$ cat src/rtl/flp_pkg.sv
package flp_pkg;
  localparam int NFRAME = 17;
  localparam int NBITS  = 16;

  typedef enum logic [1:0] {TX_IDLE, TX_BURST, TX_GAP} tx_state_e;

  // classification of one receive cycle
  typedef struct packed {
    logic start;  // first pulse of a new burst
    logic frame;  // framing pulse inside its window
    logic data;   // pulse inside the data window
    logic stray;  // pulse in neither window
    logic fin;    // framing window expired: burst over
  } rx_ev_t;
endpackage

$ cat src/rtl/flp_tx.sv
module flp_tx
  import flp_pkg::*;
#(
  parameter int FRAME_GAP = 3125,
  parameter int DATA_OFS  = 1562,
  parameter int BURST_GAP = 400000
) (
  input  logic             clk,
  input  logic             rst_n,
  input  logic             run_i,
  input  logic [NBITS-1:0] word_i,
  input  logic             valid_i,
  output logic             ready_o,
  output logic             pulse_o,
  output logic             busy_o
);
  localparam int CW = $clog2(FRAME_GAP);
  localparam int BW = $clog2(BURST_GAP);
  localparam int FW = $clog2(NFRAME + 1);
  localparam int IW = $clog2(NBITS);

  tx_state_e        st;
  logic [CW-1:0]    slot_cnt;
  logic [FW-1:0]    fidx;
  logic [BW-1:0]    per_cnt;
  logic [NBITS-1:0] cur_word;
  logic             have_word;
  logic             accept, data_slot, last_frame, slot_end, per_end;

  assign busy_o     = (st == TX_BURST);
  assign ready_o    = !busy_o;
  assign accept     = valid_i && ready_o;
  assign data_slot  = (fidx < FW'(NBITS)) && cur_word[fidx[IW-1:0]];
  assign pulse_o    = busy_o && ((slot_cnt == '0) ||
                      (slot_cnt == CW'(DATA_OFS) && data_slot));
  assign last_frame = (fidx == FW'(NFRAME - 1)) && (slot_cnt == '0);
  assign slot_end   = (slot_cnt == CW'(FRAME_GAP - 1));
  assign per_end    = (per_cnt == BW'(BURST_GAP - 1));

  always_ff @(posedge clk or negedge rst_n) begin
    if (!rst_n) begin
      st        <= TX_IDLE;
      slot_cnt  <= '0;
      fidx      <= '0;
      per_cnt   <= '0;
      cur_word  <= '0;
      have_word <= 1'b0;
    end else begin
      if (accept) begin
        cur_word  <= word_i;
        have_word <= 1'b1;
      end
      unique case (st)
        TX_IDLE: begin
          if (run_i && have_word) begin
            st       <= TX_BURST;
            slot_cnt <= '0;
            fidx     <= '0;
            per_cnt  <= '0;
          end
        end
        TX_BURST: begin
          per_cnt <= per_cnt + 1'b1;
          if (last_frame) begin
            st <= TX_GAP;
          end else if (slot_end) begin
            slot_cnt <= '0;
            fidx     <= fidx + 1'b1;
          end else begin
            slot_cnt <= slot_cnt + 1'b1;
          end
        end
        TX_GAP: begin
          if (per_end) begin
            slot_cnt <= '0;
            fidx     <= '0;
            per_cnt  <= '0;
            st       <= (run_i && have_word) ? TX_BURST : TX_IDLE;
          end else begin
            per_cnt <= per_cnt + 1'b1;
          end
        end
        default: st <= TX_IDLE;
      endcase
    end
  end

  // strobes never stretch over two cycles
  p_pulse_narrow_r5: assert property (@(posedge clk) disable iff (!rst_n)
    pulse_o |=> !pulse_o);
  // word under transmission is frozen for the whole burst
  p_word_frozen_r4: assert property (@(posedge clk) disable iff (!rst_n)
    busy_o |=> (!busy_o || $stable(cur_word)));
  // framing index never runs past the last framing pulse
  p_fidx_bound_r1: assert property (@(posedge clk) disable iff (!rst_n)
    busy_o |-> (fidx < FW'(NFRAME)));
endmodule

$ cat src/rtl/flp_rx_classify.sv
module flp_rx_classify
  import flp_pkg::*;
#(
  parameter int FRAME_GAP = 3125,
  parameter int DATA_OFS  = 1562,
  parameter int FRAME_TOL = 250,
  parameter int DATA_TOL  = 250
) (
  input  logic   clk,
  input  logic   rst_n,
  input  logic   pulse_i,
  output rx_ev_t ev_o
);
  localparam int LIM = FRAME_GAP + FRAME_TOL;
  localparam int CW  = $clog2(LIM + 2);
  localparam logic [CW-1:0] D_LO = CW'(DATA_OFS - DATA_TOL);
  localparam logic [CW-1:0] D_HI = CW'(DATA_OFS + DATA_TOL);
  localparam logic [CW-1:0] F_LO = CW'(FRAME_GAP - FRAME_TOL);
  localparam logic [CW-1:0] F_HI = CW'(LIM);

  logic [CW-1:0] cnt;   // cycles since the last framing pulse
  logic          active;
  logic          in_data, in_frame;

  assign in_data  = (cnt >= D_LO) && (cnt <= D_HI);
  assign in_frame = (cnt >= F_LO) && (cnt <= F_HI);

  assign ev_o.start = pulse_i && !active;
  assign ev_o.frame = pulse_i && active && in_frame;
  assign ev_o.data  = pulse_i && active && in_data;
  assign ev_o.stray = pulse_i && active && !in_data && !in_frame;
  assign ev_o.fin   = active && !pulse_i && (cnt >= F_HI);

  always_ff @(posedge clk or negedge rst_n) begin
    if (!rst_n) begin
      cnt    <= '0;
      active <= 1'b0;
    end else if (ev_o.start || ev_o.frame) begin
      cnt    <= CW'(1);
      active <= 1'b1;
    end else if (ev_o.fin) begin
      active <= 1'b0;
    end else if (active && cnt < F_HI) begin
      cnt <= cnt + 1'b1;
    end
  end

  // a burst in progress always ends once the framing window lapses
  p_cnt_bound_r8: assert property (@(posedge clk) disable iff (!rst_n)
    active |-> (cnt <= F_HI));
  // each cycle is classified at most one way
  p_one_event_r6: assert property (@(posedge clk) disable iff (!rst_n)
    $onehot0(ev_o));
  // after the end of a burst the tracker is idle
  p_end_idle_r6: assert property (@(posedge clk) disable iff (!rst_n)
    ev_o.fin |=> !active);
endmodule

$ cat src/rtl/flp_rx_assemble.sv
module flp_rx_assemble
  import flp_pkg::*;
(
  input  logic             clk,
  input  logic             rst_n,
  input  rx_ev_t           ev_i,
  output logic [NBITS-1:0] word_o,
  output logic             ok_o,
  output logic             err_o
);
  localparam int FW = $clog2(NFRAME + 2);
  localparam int IW = $clog2(NBITS);

  logic [NBITS-1:0] acc;
  logic [FW-1:0]    fcnt;   // framing pulses seen, saturating
  logic [IW-1:0]    slot;
  logic             bad, seen;

  assign slot = IW'(fcnt - FW'(1));

  always_ff @(posedge clk or negedge rst_n) begin
    if (!rst_n) begin
      acc    <= '0;
      fcnt   <= '0;
      bad    <= 1'b0;
      seen   <= 1'b0;
      word_o <= '0;
      ok_o   <= 1'b0;
      err_o  <= 1'b0;
    end else begin
      ok_o  <= 1'b0;
      err_o <= 1'b0;
      if (ev_i.start) begin
        acc  <= '0;
        fcnt <= FW'(1);
        bad  <= 1'b0;
        seen <= 1'b0;
      end
      if (ev_i.frame) begin
        if (fcnt != FW'(NFRAME + 1)) fcnt <= fcnt + 1'b1;
        seen <= 1'b0;
      end
      if (ev_i.data) begin
        if (fcnt > FW'(NBITS) || seen) bad <= 1'b1;
        else acc[slot] <= 1'b1;
        seen <= 1'b1;
      end
      if (ev_i.stray) bad <= 1'b1;
      if (ev_i.fin) begin
        if (!bad && fcnt == FW'(NFRAME)) begin
          ok_o   <= 1'b1;
          word_o <= acc;
        end else begin
          err_o <= 1'b1;
        end
      end
    end
  end

  // a burst resolves one way only
  p_ok_err_excl_r7: assert property (@(posedge clk) disable iff (!rst_n)
    !(ok_o && err_o));
  // an accepted burst had exactly 17 framing pulses
  p_ok_count_r7: assert property (@(posedge clk) disable iff (!rst_n)
    ok_o |-> (fcnt == FW'(NFRAME)));
  // no word comes out of a burst marked malformed
  p_ok_clean_r8: assert property (@(posedge clk) disable iff (!rst_n)
    ok_o |-> !bad);
endmodule

$ cat src/rtl/flp_out_slot.sv
module flp_out_slot #(
  parameter int W = 16
) (
  input  logic         clk,
  input  logic         rst_n,
  input  logic         in_vld,
  input  logic [W-1:0] in_data,
  output logic         out_valid,
  output logic [W-1:0] out_data,
  input  logic         out_ready
);
  always_ff @(posedge clk or negedge rst_n) begin
    if (!rst_n) begin
      out_valid <= 1'b0;
      out_data  <= '0;
    end else if (!out_valid || out_ready) begin
      out_valid <= in_vld;
      if (in_vld) out_data <= in_data;
    end
  end

  // a held word is neither lost nor altered under back-pressure
  p_hold_r9: assert property (@(posedge clk) disable iff (!rst_n)
    (out_valid && !out_ready) |=> (out_valid && $stable(out_data)));
endmodule

$ cat src/rtl/flp_codec.sv
module flp_codec
  import flp_pkg::*;
#(
  parameter int FRAME_GAP = 3125,
  parameter int DATA_OFS  = 1562,
  parameter int BURST_GAP = 400000,
  parameter int FRAME_TOL = 250,
  parameter int DATA_TOL  = 250
) (
  input  logic        clk,
  input  logic        rst_n,
  input  logic        tx_run,
  input  logic [15:0] tx_word,
  input  logic        tx_valid,
  output logic        tx_ready,
  output logic        tx_pulse,
  output logic        tx_busy,
  input  logic        rx_pulse,
  output logic [15:0] rx_word,
  output logic        rx_valid,
  input  logic        rx_ready,
  output logic        rx_err
);
  rx_ev_t           ev;
  logic [NBITS-1:0] dec_word;
  logic             dec_ok;

  flp_tx #(.FRAME_GAP(FRAME_GAP), .DATA_OFS(DATA_OFS), .BURST_GAP(BURST_GAP)) u_tx (
    .clk(clk), .rst_n(rst_n), .run_i(tx_run), .word_i(tx_word), .valid_i(tx_valid),
    .ready_o(tx_ready), .pulse_o(tx_pulse), .busy_o(tx_busy));

  flp_rx_classify #(.FRAME_GAP(FRAME_GAP), .DATA_OFS(DATA_OFS),
                    .FRAME_TOL(FRAME_TOL), .DATA_TOL(DATA_TOL)) u_cls (
    .clk(clk), .rst_n(rst_n), .pulse_i(rx_pulse), .ev_o(ev));

  flp_rx_assemble u_asm (
    .clk(clk), .rst_n(rst_n), .ev_i(ev), .word_o(dec_word), .ok_o(dec_ok), .err_o(rx_err));

  flp_out_slot #(.W(NBITS)) u_slot (
    .clk(clk), .rst_n(rst_n), .in_vld(dec_ok), .in_data(dec_word),
    .out_valid(rx_valid), .out_data(rx_word), .out_ready(rx_ready));

  // no word can be taken while a burst is on the line
  p_ready_busy_r4: assert property (@(posedge clk) disable iff (!rst_n)
    tx_busy |-> !tx_ready);
endmodule

$ cat config.mk
export PLATFORM = sky130hd
export DESIGN_NAME = flp_codec
export DESIGN_NICKNAME = d
export VERILOG_FILES = /design/src/rtl/flp_pkg.sv /design/src/rtl/flp_tx.sv /design/src/rtl/flp_rx_classify.sv /design/src/rtl/flp_rx_assemble.sv /design/src/rtl/flp_out_slot.sv /design/src/rtl/flp_codec.sv
export SDC_FILE = /design/constraint.sdc
export NUM_CORES = 1
export LEC_CHECK = 0
export ABC_AREA = 1
export BUFFER_PORTS_ARGS = -buffer_cell sky130_fd_sc_hd__buf_2
export CAP_MARGIN = 20
export CORE_MARGIN = 3
export CORE_UTILIZATION = 51
export DETAILED_ROUTE_END_ITERATION = 10
export MAX_ROUTING_LAYER = met4
export PLACE_DENSITY = 0.67
export SLEW_MARGIN = 20
export SYNTH_ARGS = -nofsm -noshare
export SYNTH_HDL_FRONTEND = slang
export SYNTH_SLANG_ARGS = --single-unit
$ cat constraint.sdc
create_clock -name clk -period 2.6 [get_ports clk]
set_input_delay 0.52 -clock clk [delete_from_list [all_inputs] [get_ports clk]]
set_output_delay 0.52 -clock clk [all_outputs]
set_load 0.1 [all_outputs]
==> flow_summary.toml <==
[synthesis]
synth_flop_cell = "dfrtp_1"
yosysSeqAreaShare_pct = 45.9
yosys_warnings = 0
yosysTopAreaCell = "dfrtp_1"
synth_top_area_share_pct = 45.9
ys_top_cells_by_area = "dfrtp_1 46%, nand2_1 14%, inv_1 5.0%, nand3_1 4.3%, nor2_1 4.1%"
synth_edf_count = 0
synth-seq-cells = 126
syn_area_um2 = 6870
synth_fp_nets = 906
postSynth.asyncResetShare_pct = 100
synthCells = 866
syn_avg_cell_area_um2 = 7.94
synth.distinct_cells = 36

[grt]
grt_max_degree = 50
grt_remaining_overflow = 0
antenna_found_initial = 0
grt_use_total_pct = 22.0
grt_pass1_wl_um = 25600
grt_pass1_vias = 5512

[finish]
final_util_pct = 61.3
final_common_cell = "nand2_1"
finalNetCount = 950
final_cell_mix = "255 x nand2_1, 125 x dfrtp_1, 92 x inv_1"
synthToLayoutAreaGrowth_pct = 14.8
insertedDiodeCount = 0
multiInputGateArea_um2 = 3200
drive_above_1_share_pct = 16.7
ff_latch_area_um2 = 3150
final_area_um2 = 7890
fillers = 1111

[floorplan]
die_h_um = 122
top_level_ports = 43
core_um2 = 12900
dieArea_um2 = 14900
dieWidth_um = 122
initial_core_util_pct = 53.4
num_rows = 41

[drt]
wl_um = 14800
dr.pass1.iters = 5
vias = 5744
drtIter0Drc = 382
ant_nets = 0
drc_errors = 0
via_per_inst = 5.25
post_drt_wl_per_cell_um = 13.5

[worst_setup_path]
end_kind = "primary output"
required_ns = 2.08
startpoint = "u_tx.slot_cnt[0]$_DFFE_PN0P_"
cp-start-kind = "flop"
reg2reg_from = "u_tx.per_cnt[0]$_DFFE_PN0P_"
crit_fanout = 4
cp.arrival_ns = 1.93
reg2regPathDepth = 8
setup.worst_path.class = "reg -> out"

[timing]
period_share_pct = 94.1
rsz0062_at_grt = "no"
worst-slew-pin-transition_ns = 0.585
totalNegativeSetupSlack_ns = 0
max-slew-margin-rel_pct = 60.9
finalHoldViolations = 0
max_freq_mhz = 409
clock_skew_ns = 0.00807
slew_violations = 0
layout_setup_ws_ns = 0.154
finalCriticalPeriod_ns = 2.45
setup-violations-final = 0

[clock_network]
ctsHtreeMaxLevel = 4
cts_num_sinks = 126
clk_pin_slew_ns = 0.06
hold_buffers = 0
cts_buffers = 17
cts_root_buf = "clkbuf_16"
ctsLongestPathBuffers = 2
clk_latency_ns = 0.42
cts_tree = "yes"

[hold_path]
hold_path_class = "in -> async"

[flow_run]
cap_violations = 0

[power]
ir_worst_vdd_mv = 0.502
powerDensity_nw_per_um2 = 783
finalPower_mw = 6.18
power.leakage_nw = 3.80

[placement]
place_area_um2 = 7240
numPortBuffers = 42
dp_slack_ns = 0.307
dp.final_hpwl_um = 10300
globalplace.congestion = 0.954

[status]
outcome = "completed"
## synthesized netlist by cell type (2+ instances only)
library cell,instances
buf_6,5
or2_2,2
nand4_1,31
a21oi_2,2
o21bai_1,2
nor3_2,3
o21ai_2,14
buf_2,6
nand2_2,5
nor3_1,15
nand3_2,6
nor2_1,75
inv_4,2
xor2_1,17
clkbuf_1,7
ha_1,18
inv_2,7
nor2_2,6
o21ai_0,46
nand3_1,59
mux2_2,16
nand2_1,255
dfrtp_1,126
clkinv_1,2
o21ai_1,22
a21oi_1,8
inv_1,92
buf_4,6
nor2_4,2
xnor2_1,3
## through the flow
step	hold slack, ns	cells
after floorplan	0.224	866
after global placement	0.443	1063
after detailed placement	0.454	1063
after CTS	0.0978	1095
after global routing	0.119	1095
final	0.0854	1095
## logic make-up (layout without fill, tap and decap cells)
family	after synthesis	in the layout	synth area share [%]
multiplexers	16	16	2.62
XOR/XNOR	20	20	2.55
flip-flops	126	126	45.9
AND/OR/NAND/NOR	462	462	29.5
buffers and inverters	127	184	7.99
AO/OA/AOI/OAI	97	97	8.23
adder cells (fa/ha/maj)	18	18	3.28
## critical path: stages (launching register included)
cell	delay [ns]
dfrtp_1	0.41
inv_1	0.11
ha_1	0.18
nand2_1	0.07
nor3_2	0.22
nand2_1	0.13
a21oi_4	0.18
buf_8	0.21
## power by group
group	internal [mW]	total, mW	leakage (nW)	switching (mW)
combinational	0.415	1.36	1.90	0.942
clock	1.65	2.57	0.305	0.918
sequential	2.11	2.26	1.59	0.147
## state kept, by name, summed over array words and instances (netlist names)
name              flops
u_tx.per_cnt         19
u_asm.acc            16
u_asm.word_o         16
u_slot.out_data      16
u_tx.cur_word        16
u_cls.cnt            12
u_tx.slot_cnt        12
u_asm.fcnt            5
u_tx.fidx             5
u_tx.st               2
u_asm.bad             1
u_asm.err_o           1
u_asm.ok_o            1
u_asm.seen            1
u_cls.active          1
u_slot.out_valid      1
u_tx.have_word        1
## area by class of cell
| cell class | instances | share of cell area (%) |
|---|---|---|
| Inverter | 103 | 5.04 |
| Timing Repair Buffer | 49 | 3.65 |
| Tap cell | 172 | 2.73 |
| Clock inverter | 14 | 2.58 |
| Sequential cell | 126 | 40.0 |
| Clock buffer | 18 | 5.56 |
| Multi-Input combinational cell | 613 | 40.5 |
## routing by layer
| layer | wire length [µm] | part of all wire (%) | track usage [%] |
|---|---|---|---|
| met5 | 0 | 0 | - |
| met4 | 193 | 1.3 | 6.09 |
| met3 | 671 | 4.5 | 5.34 |
| met2 | 7200 | 49 | 34.7 |
| met1 | 6710 | 45 | 28.7 |
## final timing paths
| kind | endpoint | slack, ns |
|---|---|---|
| worst min-delay path | u_tx.per_cnt[5]$_DFFE_PN0P_ | 0.09 |
| max in group asynchronous | u_tx.fidx[0]$_DFFE_PN0P_ | 1.80 |
| worst max-delay path | tx_pulse | 0.15 |
| min in group clk | u_asm.err_o$_DFF_PN0_ | 0.33 |
| worst min register to register | u_asm.word_o[1]$_DFFE_PN0P_ | 0.48 |
| worst max register to register | u_tx.slot_cnt[9]$_DFFE_PN0P_ | 0.62 |
## repair_timing
action | in CTS | in global routing
gates resized for setup | 2 | 3
setup buffers | 0 | 0
endpoints found under the setup margin | 1 | 1
(Power assumes the default switching activity.)
